`config.mk`:
```
export PLATFORM = sky130hd
export DESIGN_NAME = sc_hdiv_top
export DESIGN_NICKNAME = d
export VERILOG_FILES = /design/src/rtl/sc_hdiv_pkg.sv /design/src/rtl/sc_hdiv_counter.sv /design/src/rtl/sc_hdiv_edge.sv /design/src/rtl/sc_hdiv_phasecmp.sv /design/src/rtl/sc_hdiv_top.sv
export SDC_FILE = /design/constraint.sdc
export NUM_CORES = 1
export LEC_CHECK = 0
export ABC_AREA = 0
export BUFFER_PORTS_ARGS = -buffer_cell sky130_fd_sc_hd__buf_2
export CORE_ASPECT_RATIO = 1.5
export CORE_UTILIZATION = 45
export DETAILED_ROUTE_END_ITERATION = 12
export SYNTH_ARGS = -nofsm -noshare
export SYNTH_HDL_FRONTEND = slang
export SYNTH_HIERARCHICAL = 1
export SYNTH_SLANG_ARGS = --single-unit
```
`constraint.sdc`:
```
create_clock -name clk -period 3.57 [get_ports clk]
set_input_delay 0.5355 -clock clk [delete_from_list [all_inputs] [get_ports clk]]
set_output_delay 0.5355 -clock clk [all_outputs]
set_load 0.02 [all_outputs]
```
`src/rtl/sc_hdiv_pkg.sv`:
```
package sc_hdiv_pkg;
  typedef enum logic [1:0] {
    PD_IDLE = 2'd0,
    PD_LEAD = 2'd1,
    PD_LAG  = 2'd2
  } pd_state_t;

  function automatic int max3(input int a, input int b, input int c);
    int m;
    m = (a > b) ? a : b;
    return (m > c) ? m : c;
  endfunction
endpackage

```
`src/rtl/sc_hdiv_counter.sv`:
```
module sc_hdiv_counter #(
  parameter int NORM_525 = 910,
  parameter int NORM_625 = 1135,
  parameter int LONG_625 = 1137,
  parameter int CNT_W    = 11
) (
  input  logic clk,
  input  logic rst,
  input  logic std_sel,
  input  logic vbl_line,
  output logic h_pulse
);
  logic [CNT_W-1:0] cnt;
  logic [CNT_W-1:0] len_q;
  logic [CNT_W-1:0] next_len;
  logic [CNT_W-1:0] term;

  always_comb begin
    if (!std_sel)
      next_len = CNT_W'(NORM_525);
    else if (vbl_line)
      next_len = CNT_W'(LONG_625);
    else
      next_len = CNT_W'(NORM_625);
  end

  assign term = len_q - CNT_W'(1);

  always_ff @(posedge clk) begin
    if (rst) begin
      cnt     <= '0;
      len_q   <= next_len;
      h_pulse <= 1'b0;
    end else if (cnt == term) begin
      cnt     <= '0;
      len_q   <= next_len;
      h_pulse <= 1'b1;
    end else begin
      cnt     <= cnt + CNT_W'(1);
      h_pulse <= 1'b0;
    end
  end

  AST_CNT_BELOW_LEN: assert property (@(posedge clk) disable iff (rst)
    cnt < len_q);
  AST_PULSE_SINGLE: assert property (@(posedge clk) disable iff (rst)
    h_pulse |=> !h_pulse);
  AST_PULSE_AT_WRAP: assert property (@(posedge clk) disable iff (rst)
    h_pulse |-> (cnt == '0));
  AST_LEN_LEGAL: assert property (@(posedge clk) disable iff (rst)
    (len_q == CNT_W'(NORM_525)) || (len_q == CNT_W'(NORM_625)) ||
    (len_q == CNT_W'(LONG_625)));
  AST_LEN_HELD_MIDLINE: assert property (@(posedge clk) disable iff (rst)
    (cnt != '0) |-> $stable(len_q));
endmodule

```
`src/rtl/sc_hdiv_edge.sv`:
```
module sc_hdiv_edge (
  input  logic clk,
  input  logic rst,
  input  logic sig,
  output logic rise
);
  logic sig_q;

  // Reset loads the live level so a pulse held through reset is no edge.
  always_ff @(posedge clk) begin
    if (rst) sig_q <= sig;
    else     sig_q <= sig;
  end

  assign rise = sig & ~sig_q;
endmodule

```
`src/rtl/sc_hdiv_phasecmp.sv`:
```
module sc_hdiv_phasecmp
  import sc_hdiv_pkg::*;
(
  input  logic clk,
  input  logic rst,
  input  logic ref_rise,
  input  logic cmp_rise,
  output logic pd_data,
  output logic pd_oe
);
  pd_state_t st, st_nx;

  always_comb begin
    st_nx = st;
    unique case (st)
      PD_IDLE: begin
        if (cmp_rise && !ref_rise)      st_nx = PD_LEAD;
        else if (ref_rise && !cmp_rise) st_nx = PD_LAG;
      end
      PD_LEAD: if (ref_rise) st_nx = PD_IDLE;
      PD_LAG:  if (cmp_rise) st_nx = PD_IDLE;
      default: st_nx = PD_IDLE;
    endcase
  end

  always_ff @(posedge clk) begin
    if (rst) begin
      st      <= PD_IDLE;
      pd_oe   <= 1'b0;
      pd_data <= 1'b0;
    end else begin
      st      <= st_nx;
      pd_oe   <= (st_nx != PD_IDLE);
      pd_data <= (st_nx == PD_LAG);
    end
  end

  AST_LEAD_DRIVES_LOW: assert property (@(posedge clk) disable iff (rst)
    (st == PD_IDLE && cmp_rise && !ref_rise) |=> (pd_oe && !pd_data));
  AST_LEAD_HELD: assert property (@(posedge clk) disable iff (rst)
    (pd_oe && !pd_data && !ref_rise) |=> (pd_oe && !pd_data));
  AST_LAG_DRIVES_HIGH: assert property (@(posedge clk) disable iff (rst)
    (st == PD_IDLE && ref_rise && !cmp_rise) |=> (pd_oe && pd_data));
  AST_LAG_RELEASE: assert property (@(posedge clk) disable iff (rst)
    (pd_oe && pd_data && cmp_rise) |=> !pd_oe);
  AST_INPHASE_FLOAT: assert property (@(posedge clk) disable iff (rst)
    (st == PD_IDLE && ref_rise && cmp_rise) |=> !pd_oe);
  AST_FLOAT_DATA_LOW: assert property (@(posedge clk) disable iff (rst)
    !pd_oe |-> !pd_data);
endmodule

```
`src/rtl/sc_hdiv_top.sv`:
```
module sc_hdiv_top
  import sc_hdiv_pkg::*;
#(
  parameter int NORM_525 = 910,
  parameter int NORM_625 = 1135,
  parameter int LONG_625 = 1137
) (
  input  logic clk,
  input  logic rst,
  input  logic std_sel,
  input  logic vbl_line,
  input  logic ref_h,
  input  logic cmp_h,
  output logic h_pulse,
  output logic pd_data,
  output logic pd_oe
);
  localparam int MAX_LEN = max3(NORM_525, NORM_625, LONG_625);
  localparam int CNT_W   = $clog2(MAX_LEN + 1);
  localparam int N_EDGE  = 2;

  logic [N_EDGE-1:0] raw_in;
  logic [N_EDGE-1:0] rise;

  assign raw_in = {cmp_h, ref_h};

  for (genvar gi = 0; gi < N_EDGE; gi++) begin : g_edge
    sc_hdiv_edge u_edge (
      .clk  (clk),
      .rst  (rst),
      .sig  (raw_in[gi]),
      .rise (rise[gi])
    );
  end

  sc_hdiv_counter #(
    .NORM_525 (NORM_525),
    .NORM_625 (NORM_625),
    .LONG_625 (LONG_625),
    .CNT_W    (CNT_W)
  ) u_cnt (
    .clk      (clk),
    .rst      (rst),
    .std_sel  (std_sel),
    .vbl_line (vbl_line),
    .h_pulse  (h_pulse)
  );

  sc_hdiv_phasecmp u_pd (
    .clk      (clk),
    .rst      (rst),
    .ref_rise (rise[0]),
    .cmp_rise (rise[1]),
    .pd_data  (pd_data),
    .pd_oe    (pd_oe)
  );

  AST_RESET_QUIET: assert property (@(posedge clk)
    $past(rst) |-> (!h_pulse && !pd_oe));
endmodule

```
==> run_results.csv <==
group,metric,value,unit
logic_synthesis,syn_avg_cell_area,9.74,um^2
hold_path,min_path_cells,1,
floorplan,die_height,61.2,um
floorplan,dieArea,2540,um^2
cts,cts_buffers,3,
pwr,leakage,0.424,nW
pwr,ir_worst_vdd,0.301,mV
timing,fin_crit,2470,ps
layout,mostFrequentLayoutCells,"dfxtp_1 (18), nor2_1 (10), nor3_1 (10)",
placed_design,io_buffers,8,
logic_synthesis,yosysUniqueCellTypes,36,
logic_synthesis,netlist_instances,108,
timing,skew,6.36,ps
critical_path,crit_path_end_kind,"flip-flop",
timing,fin_crit_sh,69.2,%
floorplan,fp.coreArea,2230,um^2
detailed_routing,drtIter0Drc,12,
cts,postCtsSetupRepairBufs,0,
hold_path,hold_class,"in2reg",
detailed_routing,avgRoutedWirePerCell,12.4,um
hold_path,hp-start,"ref_h",
logic_synthesis,synth_edf_count,4,
cts,root_buffer,"clkbuf_4",
logic_synthesis,ys_seq_area_share,45.7,%
layout,instances_no_fill,139,
global_route,grtUsageTotal,15.4,%
timing,fin_tns_setup,0,ps
cts,clkLatencyLatePin,300,ps
detailed_routing,totalWireLength,1720,um
floorplan,start_util,47.1,%
cts,cts_tree,"built",
detailed_routing,route.detailed.drc,0,
layout,drive_gt1_share,15.5,%
placed_design,place_congestion,0.771,
detailed_routing,viasPerCell,5.32,
critical_path,reg2regPathDepth,7,
timing,hold_viol,0,
timing,final_max_slew_viol_count,0,
critical_path,crit_start,"u_cnt/len_q[3]$_SDFFCE_PN1P_",
global_route,grt_pass1_wl,2900,um
detailed_routing,num_vias,740,
floorplan,dieWidth,41.5,um
pwr,power_density,394,nW/um^2
logic_synthesis,synth_area,1050,um^2
logic_synthesis,synth.area.top_cells,"dfxtp_1 (34%), edfxtp_1 (11%), xor2_1 (6.7%)",
critical_path,worst-r2r-setup-slack,1100,ps
logic_synthesis,ys.flop_type,"dfxtp_1",
cts,htree_levels,1,
logic_synthesis,synth_nets,117,
layout,finish.net_count,126,
global_route,antenna_found_initial,0,
global_route,grt_pass1_vias,694,
cts,clk_pin_slew,120,ps
critical_path,crit_arrival,2490,ps
placed_design,hpwl,1310,um
cts,cts_resized,0,
layout,fin_util,50.6,%
logic_synthesis,synth_top_area_share,34.2,%
timing,slew_headroom,79.5,%
cts,clock_path_buffers,2,
logic_synthesis,ys_ff_latch,22,
timing,fmax,0.405,GHz
layout,layout_commonest_cell,"dfxtp_1",
cts,cts_sinks,22,
critical_path,r2r_start,"u_cnt/len_q[3]$_SDFFCE_PN1P_",
critical_path,reg2reg_to,"u_cnt/len_q[4]$_SDFFCE_PN0P_",
global_route,grt_max_degree,18,
detailed_routing,drtPass1Iterations,4,
critical_path,critPathMaxFanout,13,
detailed_routing,antenna_left,0,
logic_synthesis,yosys_warnings,6,
timing,tightest_slew,303,ps
cts,postCtsHoldBufs,0,
logic_synthesis,synth-async-reset-ratio,0,%
hold_path,hold_path_end,"g_edge[0].u_edge/sig_q$_DFF_P_",
timing,final-setup-viol-count,0,
run,max_cap_violations,0,
critical_path,critPathRequiredTime,3590,ps
status,outcome,"finished, final reports clean",
layout,antenna_cells,0,
global_route,grt_overflow,0,
floorplan,row_count,21,
critical_path,crit_path_start_kind,"flip-flop",
placed_design,post-place-cells,135,
timing,rsz0062_at_grt,"false",
critical_path,worstSetupPathType,"reg2reg",
layout,area_delta_synth_final,7.37,%
floorplan,io_pins,9,
logic_synthesis,synth_area_leader_cell,"dfxtp_1",
how the worst max path moves through the flow:
stage | to | slack (ps) | cells after the start
floorplan | u_cnt/len_q[3]$_SDFFCE_PN1P_ | 1390 | 8
global placement | u_cnt/len_q[9]$_DFFE_PP_ | 1180 | 7
detailed placement | u_cnt/len_q[6]$_DFFE_PP_ | 1120 | 7
CTS | u_cnt/len_q[6]$_DFFE_PP_ | 1090 | 7
global route | u_cnt/len_q[9]$_DFFE_PP_ | 920 | 7
finish | u_cnt/len_q[4]$_SDFFCE_PN0P_ | 1100 | 7
synthesized netlist by cell type, types with 2 or more instances:
cell	number
nor2b_4	2
nor3b_1	2
nor4_1	2
nand2_1	5
a21oi_1	4
o21ai_0	2
nor2_1	10
inv_1	4
nand4_1	2
edfxtp_1	4
dfxtp_1	18
nor3_1	10
xor2_1	8
xnor2_1	7
ha_1	3
nand3_1	5
flip-flops by register name, summed over array words and instances (netlist names):
signal,cells
u_pd/st,2
u_cnt/cnt,11
u_cnt/len_q,4
u_pd/pd_oe,1
g_edge.u_edge/sig_q,2
u_cnt/h_pulse,1
u_pd/pd_data,1
cell families (layout without fill, tap and decap cells):
| kind of cell | Yosys count | count (layout) | synth area share [%] |
|---|---|---|---|
| AOI/OAI and AO/OA | 12 | 12 | 7.25 |
| xor gates and xnor gates | 15 | 15 | 12.5 |
| adders and majority gates | 3 | 3 | 3.57 |
| buffers and inverters | 8 | 16 | 4.04 |
| DFF | 22 | 22 | 45.7 |
| muxes | 1 | 1 | 0.951 |
| and+or+nand+nor | 47 | 47 | 26.0 |
layer usage:
layer	GRT usage (%)	share of wire, %
met1	17.2	44
met2	27.9	52
met3	2.64	2.3
met4	8.29	1.9
met5	0	0
report_power, final:
| group | leakage [nW] | internal, mW | switching (mW) |
|---|---|---|---|
| combinational | 0.216 | 0.0198 | 0.0203 |
| sequential | 0.186 | 0.263 | 0.0104 |
| clock | 0.0210 | 0.0622 | 0.0698 |
| total | 0.424 | 0.345 | 0.100 |
through the flow:
stage	worst slack [ps]	area, um^2	total power, mW	hold slack (ps)
final	1100	1130	0.445	341
after global routing	916	1130	0.466	329
after CTS	1090	1130	0.451	331
after detailed placement	1120	1090	0.319	515
after global placement	1180	1090	0.319	503
after floorplan	1390	1050	0.307	487
worst max-delay path, cell delays in order, from the launching register on:
cell and delay [ps]:
edfxtp_1 490, inv_1 130, ha_1 250, nor3b_1 180, or4_1 400, a32oi_1 190, and4b_4 370, or2_2 190
area by class of cell:
type / instances / area [um^2]
Fill cell: 204 / 1100
Clock buffer: 4 / 36.3
Inverter: 4 / 15.0
Timing Repair Buffer: 8 / 40.0
Sequential cell: 22 / 480
Tap cell: 23 / 28.8
Multi-Input combinational cell: 78 / 529
(Power assumes the default switching activity.)
